[src/rtl/chien_pkg.sv]
package chien_pkg;

    localparam int SYM_W = 8;
    localparam int NFIELD = 255;
    localparam logic [SYM_W:0] FIELD_POLY = 9'h11D;

    typedef logic [SYM_W-1:0] gf_t;

    typedef struct packed {
        logic       busy;
        logic [7:0] idx;
        logic       done;
    } sweep_t;

    // Multiply by alpha (x) with reduction
    function automatic gf_t gf_xtime(input gf_t a);
        gf_t r;
        r = {a[SYM_W-2:0], 1'b0};
        if (a[SYM_W-1]) r = r ^ FIELD_POLY[SYM_W-1:0];
        return r;
    endfunction

    // Shift-and-add product; with one constant operand this folds to XORs
    function automatic gf_t gf_mul(input gf_t a, input gf_t b);
        gf_t acc;
        gf_t sh;
        acc = '0;
        sh  = a;
        for (int j = 0; j < SYM_W; j++) begin
            if (b[j]) acc = acc ^ sh;
            sh = gf_xtime(sh);
        end
        return acc;
    endfunction

    function automatic gf_t gf_alpha_pow(input int e);
        gf_t r;
        r = gf_t'(1);
        for (int j = 0; j < e; j++) r = gf_xtime(r);
        return r;
    endfunction

endpackage

[src/rtl/chien_term.sv]
module chien_term
    import chien_pkg::*;
#(
    parameter int IDX = 0
) (
    input  logic clk,
    input  logic rst,
    input  logic load,
    input  logic step,
    input  gf_t  coef_in,
    output gf_t  term_q
);
    // step factor alpha^(-IDX) written as a nonnegative exponent
    localparam int  STEP_EXP = (NFIELD - (IDX % NFIELD)) % NFIELD;
    localparam gf_t STEP_K   = gf_alpha_pow(STEP_EXP);

    gf_t term_next;

    always_comb begin
        if (IDX == 0) term_next = term_q;
        else          term_next = gf_mul(term_q, STEP_K);
    end

    always_ff @(posedge clk) begin
        if (rst)       term_q <= '0;
        else if (load) term_q <= coef_in;
        else if (step) term_q <= term_next;
    end
endmodule

[src/rtl/chien_xor_tree.sv]
module chien_xor_tree
    import chien_pkg::*;
#(
    parameter int NT = 5
) (
    input  logic [NT-1:0][SYM_W-1:0] terms,
    output gf_t                      sum,
    output logic                     is_zero
);
    localparam int LVL = (NT > 1) ? $clog2(NT) : 1;
    localparam int WID = 1 << LVL;

    logic [LVL:0][WID-1:0][SYM_W-1:0] node;

    always_comb begin
        node = '0;
        for (int j = 0; j < NT; j++) node[0][j] = terms[j];
        for (int l = 0; l < LVL; l++) begin
            for (int j = 0; j < (WID >> (l + 1)); j++) begin
                node[l+1][j] = node[l][2*j] ^ node[l][2*j+1];
            end
        end
    end

    assign sum     = node[LVL][0];
    assign is_zero = (node[LVL][0] == '0);
endmodule

[src/rtl/chien_seq.sv]
module chien_seq
    import chien_pkg::*;
#(
    parameter int NPOS = 255
) (
    input  logic   clk,
    input  logic   rst,
    input  logic   start,
    output sweep_t st
);
    localparam logic [7:0] LAST = 8'(NPOS - 1);

    always_ff @(posedge clk) begin
        if (rst) begin
            st <= '0;
        end else begin
            st.done <= 1'b0;
            if (start) begin
                st.busy <= 1'b1;
                st.idx  <= '0;
            end else if (st.busy) begin
                if (st.idx == LAST) begin
                    st.busy <= 1'b0;
                    st.done <= 1'b1;
                end else begin
                    st.idx <= st.idx + 8'd1;
                end
            end
        end
    end
endmodule

[src/rtl/chien_tally.sv]
module chien_tally #(
    parameter int CNT_W = 8,
    parameter int DEG_W = 3
) (
    input  logic             clk,
    input  logic             rst,
    input  logic             start,
    input  logic             hit,
    input  logic             finish,
    input  logic [DEG_W-1:0] degree_in,
    output logic [CNT_W-1:0] count,
    output logic             mismatch
);
    logic [DEG_W-1:0] deg_q;

    always_ff @(posedge clk) begin
        if (rst) begin
            count <= '0;
            deg_q <= '0;
        end else if (start) begin
            count <= '0;
            deg_q <= degree_in;
        end else if (hit) begin
            count <= count + CNT_W'(1);
        end
    end

    assign mismatch = finish && (count != CNT_W'(deg_q));
endmodule

[src/rtl/chien_search.sv]
module chien_search
    import chien_pkg::*;
#(
    parameter int T    = 4,
    parameter int NPOS = 255,
    localparam int NT    = T + 1,
    localparam int IDX_W = 8,
    localparam int CNT_W = $clog2(NPOS + 1),
    localparam int DEG_W = $clog2(T + 1)
) (
    input  logic                  clk,
    input  logic                  rst,
    input  logic                  start,
    input  logic [NT*SYM_W-1:0]   coef_in,
    input  logic [DEG_W-1:0]      degree_in,
    output logic                  pos_valid,
    output logic [IDX_W-1:0]      pos_idx,
    output logic                  err_flag,
    output logic                  done,
    output logic [CNT_W-1:0]      root_count,
    output logic                  mismatch
);
    sweep_t                    st;
    logic [NT-1:0][SYM_W-1:0]  terms;
    gf_t                       loc_val;
    logic                      loc_zero;
    logic                      advance;

    assign advance = st.busy && !start;

    chien_seq #(.NPOS(NPOS)) u_seq (
        .clk   (clk),
        .rst   (rst),
        .start (start),
        .st    (st)
    );

    for (genvar g = 0; g < NT; g++) begin : g_term
        chien_term #(.IDX(g)) u_term (
            .clk     (clk),
            .rst     (rst),
            .load    (start),
            .step    (advance),
            .coef_in (coef_in[g*SYM_W +: SYM_W]),
            .term_q  (terms[g])
        );
    end

    chien_xor_tree #(.NT(NT)) u_tree (
        .terms   (terms),
        .sum     (loc_val),
        .is_zero (loc_zero)
    );

    chien_tally #(.CNT_W(CNT_W), .DEG_W(DEG_W)) u_tally (
        .clk       (clk),
        .rst       (rst),
        .start     (start),
        .hit       (advance && loc_zero),
        .finish    (st.done),
        .degree_in (degree_in),
        .count     (root_count),
        .mismatch  (mismatch)
    );

    assign pos_valid = st.busy;
    assign pos_idx   = st.idx;
    assign err_flag  = st.busy && loc_zero;
    assign done      = st.done;
endmodule

[config.mk]
export PLATFORM = sky130hd
export DESIGN_NAME = chien_search
export DESIGN_NICKNAME = d
export VERILOG_FILES = /design/src/rtl/chien_pkg.sv /design/src/rtl/chien_term.sv /design/src/rtl/chien_xor_tree.sv /design/src/rtl/chien_seq.sv /design/src/rtl/chien_tally.sv /design/src/rtl/chien_search.sv
export SDC_FILE = /design/constraint.sdc
export NUM_CORES = 1
export LEC_CHECK = 0
export ABC_CLOCK_PERIOD_IN_PS = 2500
export BUFFER_PORTS_ARGS = -buffer_cell sky130_fd_sc_hd__buf_4
export CAP_MARGIN = 10
export CORE_ASPECT_RATIO = 0.8
export CORE_MARGIN = 10
export CORE_UTILIZATION = 56
export CTS_CLUSTER_SIZE = 40
export DETAILED_ROUTE_END_ITERATION = 12
export HOLD_SLACK_MARGIN = 0.1
export PLACE_DENSITY = 0.78
export SYNTH_ARGS = -nofsm -noshare
export SYNTH_HDL_FRONTEND = slang
export SYNTH_SLANG_ARGS = --single-unit
[constraint.sdc]
create_clock -name clk -period 2.5 [get_ports clk]
set_clock_uncertainty 0.1 [all_clocks]
set_input_delay 0.25 -clock clk [delete_from_list [all_inputs] [get_ports clk]]
set_output_delay 0.25 -clock clk [all_outputs]
set_load 0.005 [all_outputs]
# Word level (Yosys, flattened, before mapping)
# Index checks and enable logic that the tools add are counted.
# totals
regBits,61
latch_bits,0
ramBits,0
rom_bits,0
output_inout_bits,20
n_memories,0
# op_classes
n_addsub,2
multipliers,0
div_mod_pow,0
n_lt_le_gt_ge,0
n_eq_ne,2
shift,0
muxes,40
bitwise_logic,46
n_reduce_logical,10
# ops
op,count
$xor 8x8->8,17
$mux 5,27
$not 4->4,27
$mux 8,9
$add 8x1->8 const B,2
$mux 10,1
$mux 9,1
$eq 8x8->1 const B,1
$logic_not 8->1,1
$ne 8x3->1,1
$logic_and 1x1->1,4
$reduce_or 3->1,1
$mux 1,2
$not 1->1,2
$reduce_and 2->1,1
$reduce_bool 2->1,1
$reduce_or 2->1,1
$logic_not 1->1,1

# Longest topological paths before layout
# depth
ltp_word,17
mapped_depth,7
ltp_nobuf,7

# Cells and area by module
# A second synthesis with hierarchy kept.
# hier_totals
cells_unflattened,359
area_unflattened_um2,3480.8
# by_module_without_submodules
mod,instances,cells_per_inst,area_each_um2
chien_term (g_term[4].u_term),1,49,515.5
chien_seq,1,56,498.0
chien_tally,1,53,491.7
chien_term (g_term[3].u_term),1,51,461.7
chien_term (g_term[1].u_term),1,41,431.7
chien_term (g_term[2].u_term),1,45,412.9
chien_xor_tree,1,35,362.8
chien_term (g_term[0].u_term),1,26,285.3
chien_search,1,3,21.3

# Worst setup path after synthesis
# No wires, ideal clock.
# synth_path
path_kind,register to register
from,register g_term[2].u_term.term_q[0]
to,register u_tally.count[2]
setup_time_ns,0.131
arrival_time_ns,1.751
required_ns,2.269
setup_slack_ns,0.517
path_stages_with_launch,8
n_path_buf,2
period_less_slack_ns,1.983
cell_sequence,dfxtp_1 buf_6 xnor3_1 xnor2_2 o2111ai_4 buf_6 o311ai_2 o41ai_2
# synth_between
elab_chain_len,5
# synth_rtl
element,line_no,rtl
start: declaration,chien_term.sv:11,output gf_t term_q
start signal: assignment,chien_term.sv:26,else if (load) term_q <= coef_in;
start signal: assignment,chien_term.sv:27,else if (step) term_q <= term_next;
$xor 8x8->8 (3 in series),chien_xor_tree.sv:20,node[l+1][j] = node[l][2*j] ^ node[l][2*j+1];
$logic_not 8->1,chien_xor_tree.sv:26,assign is_zero = (node[LVL][0] == '0);
$logic_and 1x1->1,chien_search.sv:59,".hit (advance && loc_zero),"
end signal: assignment,chien_tally.sv:24,count <= count + CNT_W'(1);
end: declaration,chien_tally.sv:11,"output logic [CNT_W-1:0] count,"
# Every way passes these cells.
# A chain may end at the register's enable or synchronous reset.

# Worst setup path after layout
# layout_path
from,register g_term[2].u_term.term_q[0]
to,output port err_flag
# layout_between
elab_chain_len,5
# layout_rtl
element,line_no,rtl
$xor 8x8->8 (3 in series),chien_xor_tree.sv:20,
$logic_not 8->1,chien_xor_tree.sv:26,
$logic_and 1x1->1,chien_search.sv:68,assign err_flag = st.busy && loc_zero;
end: declaration,chien_search.sv:18,"output logic err_flag,"
# Every way passes these cells.

==> impl_metrics.env <==
export IMPL_cap_viol_max_count=0
export IMPL_syn_to_final_growth_pct=31.0
export IMPL_cts_buffer_depth=2
export IMPL_static_leakage_power_nw=1.86
export IMPL_worstPathArrival_ns=2.08
export IMPL_hold_viol_final=0
export IMPL_cts_sinks=61
export IMPL_syn_inst=373
export IMPL_critPathMaxFanout=5
export IMPL_whs_ns=0.117
export IMPL_routed_wl_um=8800
export IMPL_crit_path_cell_trace="xnor3_1 > xnor2_2 > nand3_1 > nor3_2 > buf_4"
export IMPL_coreArea_sq_um=5940
export IMPL_min_period_ns=2.43
export IMPL_drive_gt1_share_pct=20.4
export IMPL_power_density_nw_per_um2=550
export IMPL_critPathLaunch="g_term[2].u_term.term_q[0]"
export IMPL_clkLatencyLatePin_ns=0.34
export IMPL_use_met3_pct=5.42
export IMPL_grt_total_usage_pct=18.1
export IMPL_dieArea_sq_um=9700
export IMPL_numCtsBuffers=9
export IMPL_status="completed"
export IMPL_total_power_mw=2.48
export IMPL_boundaryPins=66
export IMPL_r2r_start="g_term[2].u_term.term_q[0]"
export IMPL_crit_required_ns=2.15
export IMPL_post_drt_wl_per_cell_um=16.1
export IMPL_synth_cell_types=40
export IMPL_slew_headroom_pct=41.5
export IMPL_rows=25
export IMPL_finalSetupTns_ns=0
export IMPL_grt_pass1_wl_um=14600
export IMPL_cts_tree="done"
export IMPL_yosysWarnings=0
export IMPL_worst_slew_pin_slew_ns=0.877
export IMPL_min_path_type="in2reg"
export IMPL_end_kind="output port"
export IMPL_synth_edf_count=0
export IMPL_startpoint_type="flop"
export IMPL_ff2ff_path_depth=5
export IMPL_clk_pin_slew_worst_paths_ns=0.07
export IMPL_rsz0062_at_grt="false"
export IMPL_synth_seq_cells=61
export IMPL_use_met2_pct=29.1
export IMPL_cp_depth=5
export IMPL_path_buf_inv=1
export IMPL_portBuffers=65
export IMPL_ys_seq_area_share_pct=35.5
export IMPL_crit_slowest_cell="xnor3_1"
export IMPL_fmax_mhz=412
export IMPL_initial_utilization_pct=57.9
export IMPL_dp_hpwl_um=5710
export IMPL_cts_root_buf="clkbuf_8"
export IMPL_grt_busiest_layer="met2"
export IMPL_vdd_drop_max_v=0.000378
export IMPL_synthFlopType="dfxtp_1"
export IMPL_post_route_period_util_pct=97.2
export IMPL_grt_overflow=0
export IMPL_nets=511
export IMPL_grt_antenna_before_repair=0
export IMPL_insertedDiodeCount=0
export IMPL_drt_initial_drc_count=181
export IMPL_finalCoreUtilization_pct=75.9
export IMPL_die_w_um=108
export IMPL_crit_path_end="err_flag"
export IMPL_max_stage_delay_ns=0.49
export IMPL_grt_pass1_vias=2928
export IMPL_nFillCells=416
export IMPL_setup_viol=0
export IMPL_rrSetupSlack_ns=0.19
export IMPL_vias_per_cell=5.42
export IMPL_ant_nets=0
export IMPL_grt_max_degree=79
export IMPL_die_height_um=90.1
export IMPL_drc=0
export IMPL_regToRegEndpoint="u_tally.count[4]"
export IMPL_vias=2961
export IMPL_grt_use_met1_pct=22.6
export IMPL_crit_family="XOR/XNOR gates"
export IMPL_avgSynthCellArea_sq_um=9.23
export IMPL_cts_max_level=3
export IMPL_netlist_area_sq_um=3440
export IMPL_gp_congestion=0.842
export IMPL_critPathKind="reg2out"
export IMPL_synthArstFlopShare_pct=0
export IMPL_postSynthNetCount=422
export IMPL_slew_viol_final=0
export IMPL_firstDrtPassIters=5
[flip-flops by register name, summed over array words and instances (netlist names)]
name / count
u_tally.count: 8
u_seq.st: 10
u_tally.deg_q: 3
g_term.u_term.term_q: 40
[synthesized netlist by cell type (all sizes together), types with 7 or more instances]
cell type,number,area share [%]
nor2,74,8.1
dfxtp,61,35
buf,14,2.1
clkbuf,16,1.9
mux2i,33,9.6
a21oi,27,3.9
or3,10,1.8
xnor2,44,13
inv,8,0.87
xnor3,8,5.2
a211oi,7,1.5
nand2,15,1.6
[layout make-up]
cell class / count / area (sq um) / share of cell area (%)
sequential: 61 / 1220 / 27.1
tap: 81 / 101 / 2.25
multi-input combinational: 274 / 2070 / 46.0
clock inverter: 2 / 10.0 / 0.222
inverter: 8 / 30.0 / 0.666
clock buffer: 12 / 155 / 3.44
timing repair buffer: 108 / 913 / 20.3
[cells in the final DEF (no fill, tap or decap), drive strengths merged, types with 6 or more instances in the layout]
cell / count
dlygate4sd3: 41
xnor3: 8
o311ai: 6
inv: 8
clkbuf: 12
or3: 10
buf: 67
o41ai: 6
nor2: 74
xnor2: 44
mux2i: 33
nand4: 6
a21oi: 27
a211oi: 7
dfxtp: 61
xor2: 6
nand3: 6
nand2: 15
[power breakdown]
part	leakage [nW]	internal, mW	switching, mW
Combinational	1.27	0.343	0.287
Clock	0.0881	0.400	0.360
Sequential	0.502	1.02	0.0660
Total	1.86	1.77	0.713
[layer usage]
| metal | part of all wire, % | up-vias |
|---|---|---|
| met5 | 0 | - |
| met4 | 1.3 | 0 |
| met3 | 5.9 | 11 |
| met2 | 48 | 106 |
| met1 | 45 | 1387 |
| li1 | - | 1457 |
[kinds of logic after synthesis]
logic type	share of synthesized area [%]
adders and majority gates	1.09
buffers and inverters	4.87
muxes	10.3
xor gates and xnor gates	21.6
DFF	35.5
AOI/OAI and AO/OA	11.6
and+or+nand+nor	15.2
[worst reg2reg max path, stage by stage (launching register included)]
cell       delay, ns
dfxtp_1         0.43
xnor3_1         0.49
xnor2_2         0.27
o2111ai_4       0.30
o311ai_0        0.45
o41ai_1         0.13
[worst min-delay path by stage]
stage                 from                         end  slack, ns  depth (start not counted)
4_1_cts        coef_in[33]  g_term[4].u_term.term_q[1]       0.10                          3
5_1_grt        coef_in[33]  g_term[4].u_term.term_q[1]       0.12                          3
2_1_floorplan   coef_in[8]  g_term[1].u_term.term_q[0]       0.29                          2
6_report       coef_in[33]  g_term[4].u_term.term_q[1]       0.12                          3
3_5_place_dp   coef_in[21]  g_term[2].u_term.term_q[5]       0.39                          3
3_3_place_gp   coef_in[37]  g_term[4].u_term.term_q[5]       0.38                          3
[repair_timing]
action,4_1_cts,5_1_grt
hold endpoints to repair,41,0
hold buffers,41,0
setup buffers,0,0
setup endpoints to repair,0,4
gates resized for setup,0,4
[per-stage QoR]
stage | cells | setup slack, ns | area, sq um
final | 546 | 0.0703 | 4510
after global routing | 546 | 0.0104 | 4510
after CTS | 546 | 0.0391 | 4490
after detailed placement | 491 | 0.0809 | 3910
after global placement | 491 | 0.288 | 3910
after floorplan | 373 | 0.517 | 3440
No activity file was read; power rests on OpenSTA's default activity.
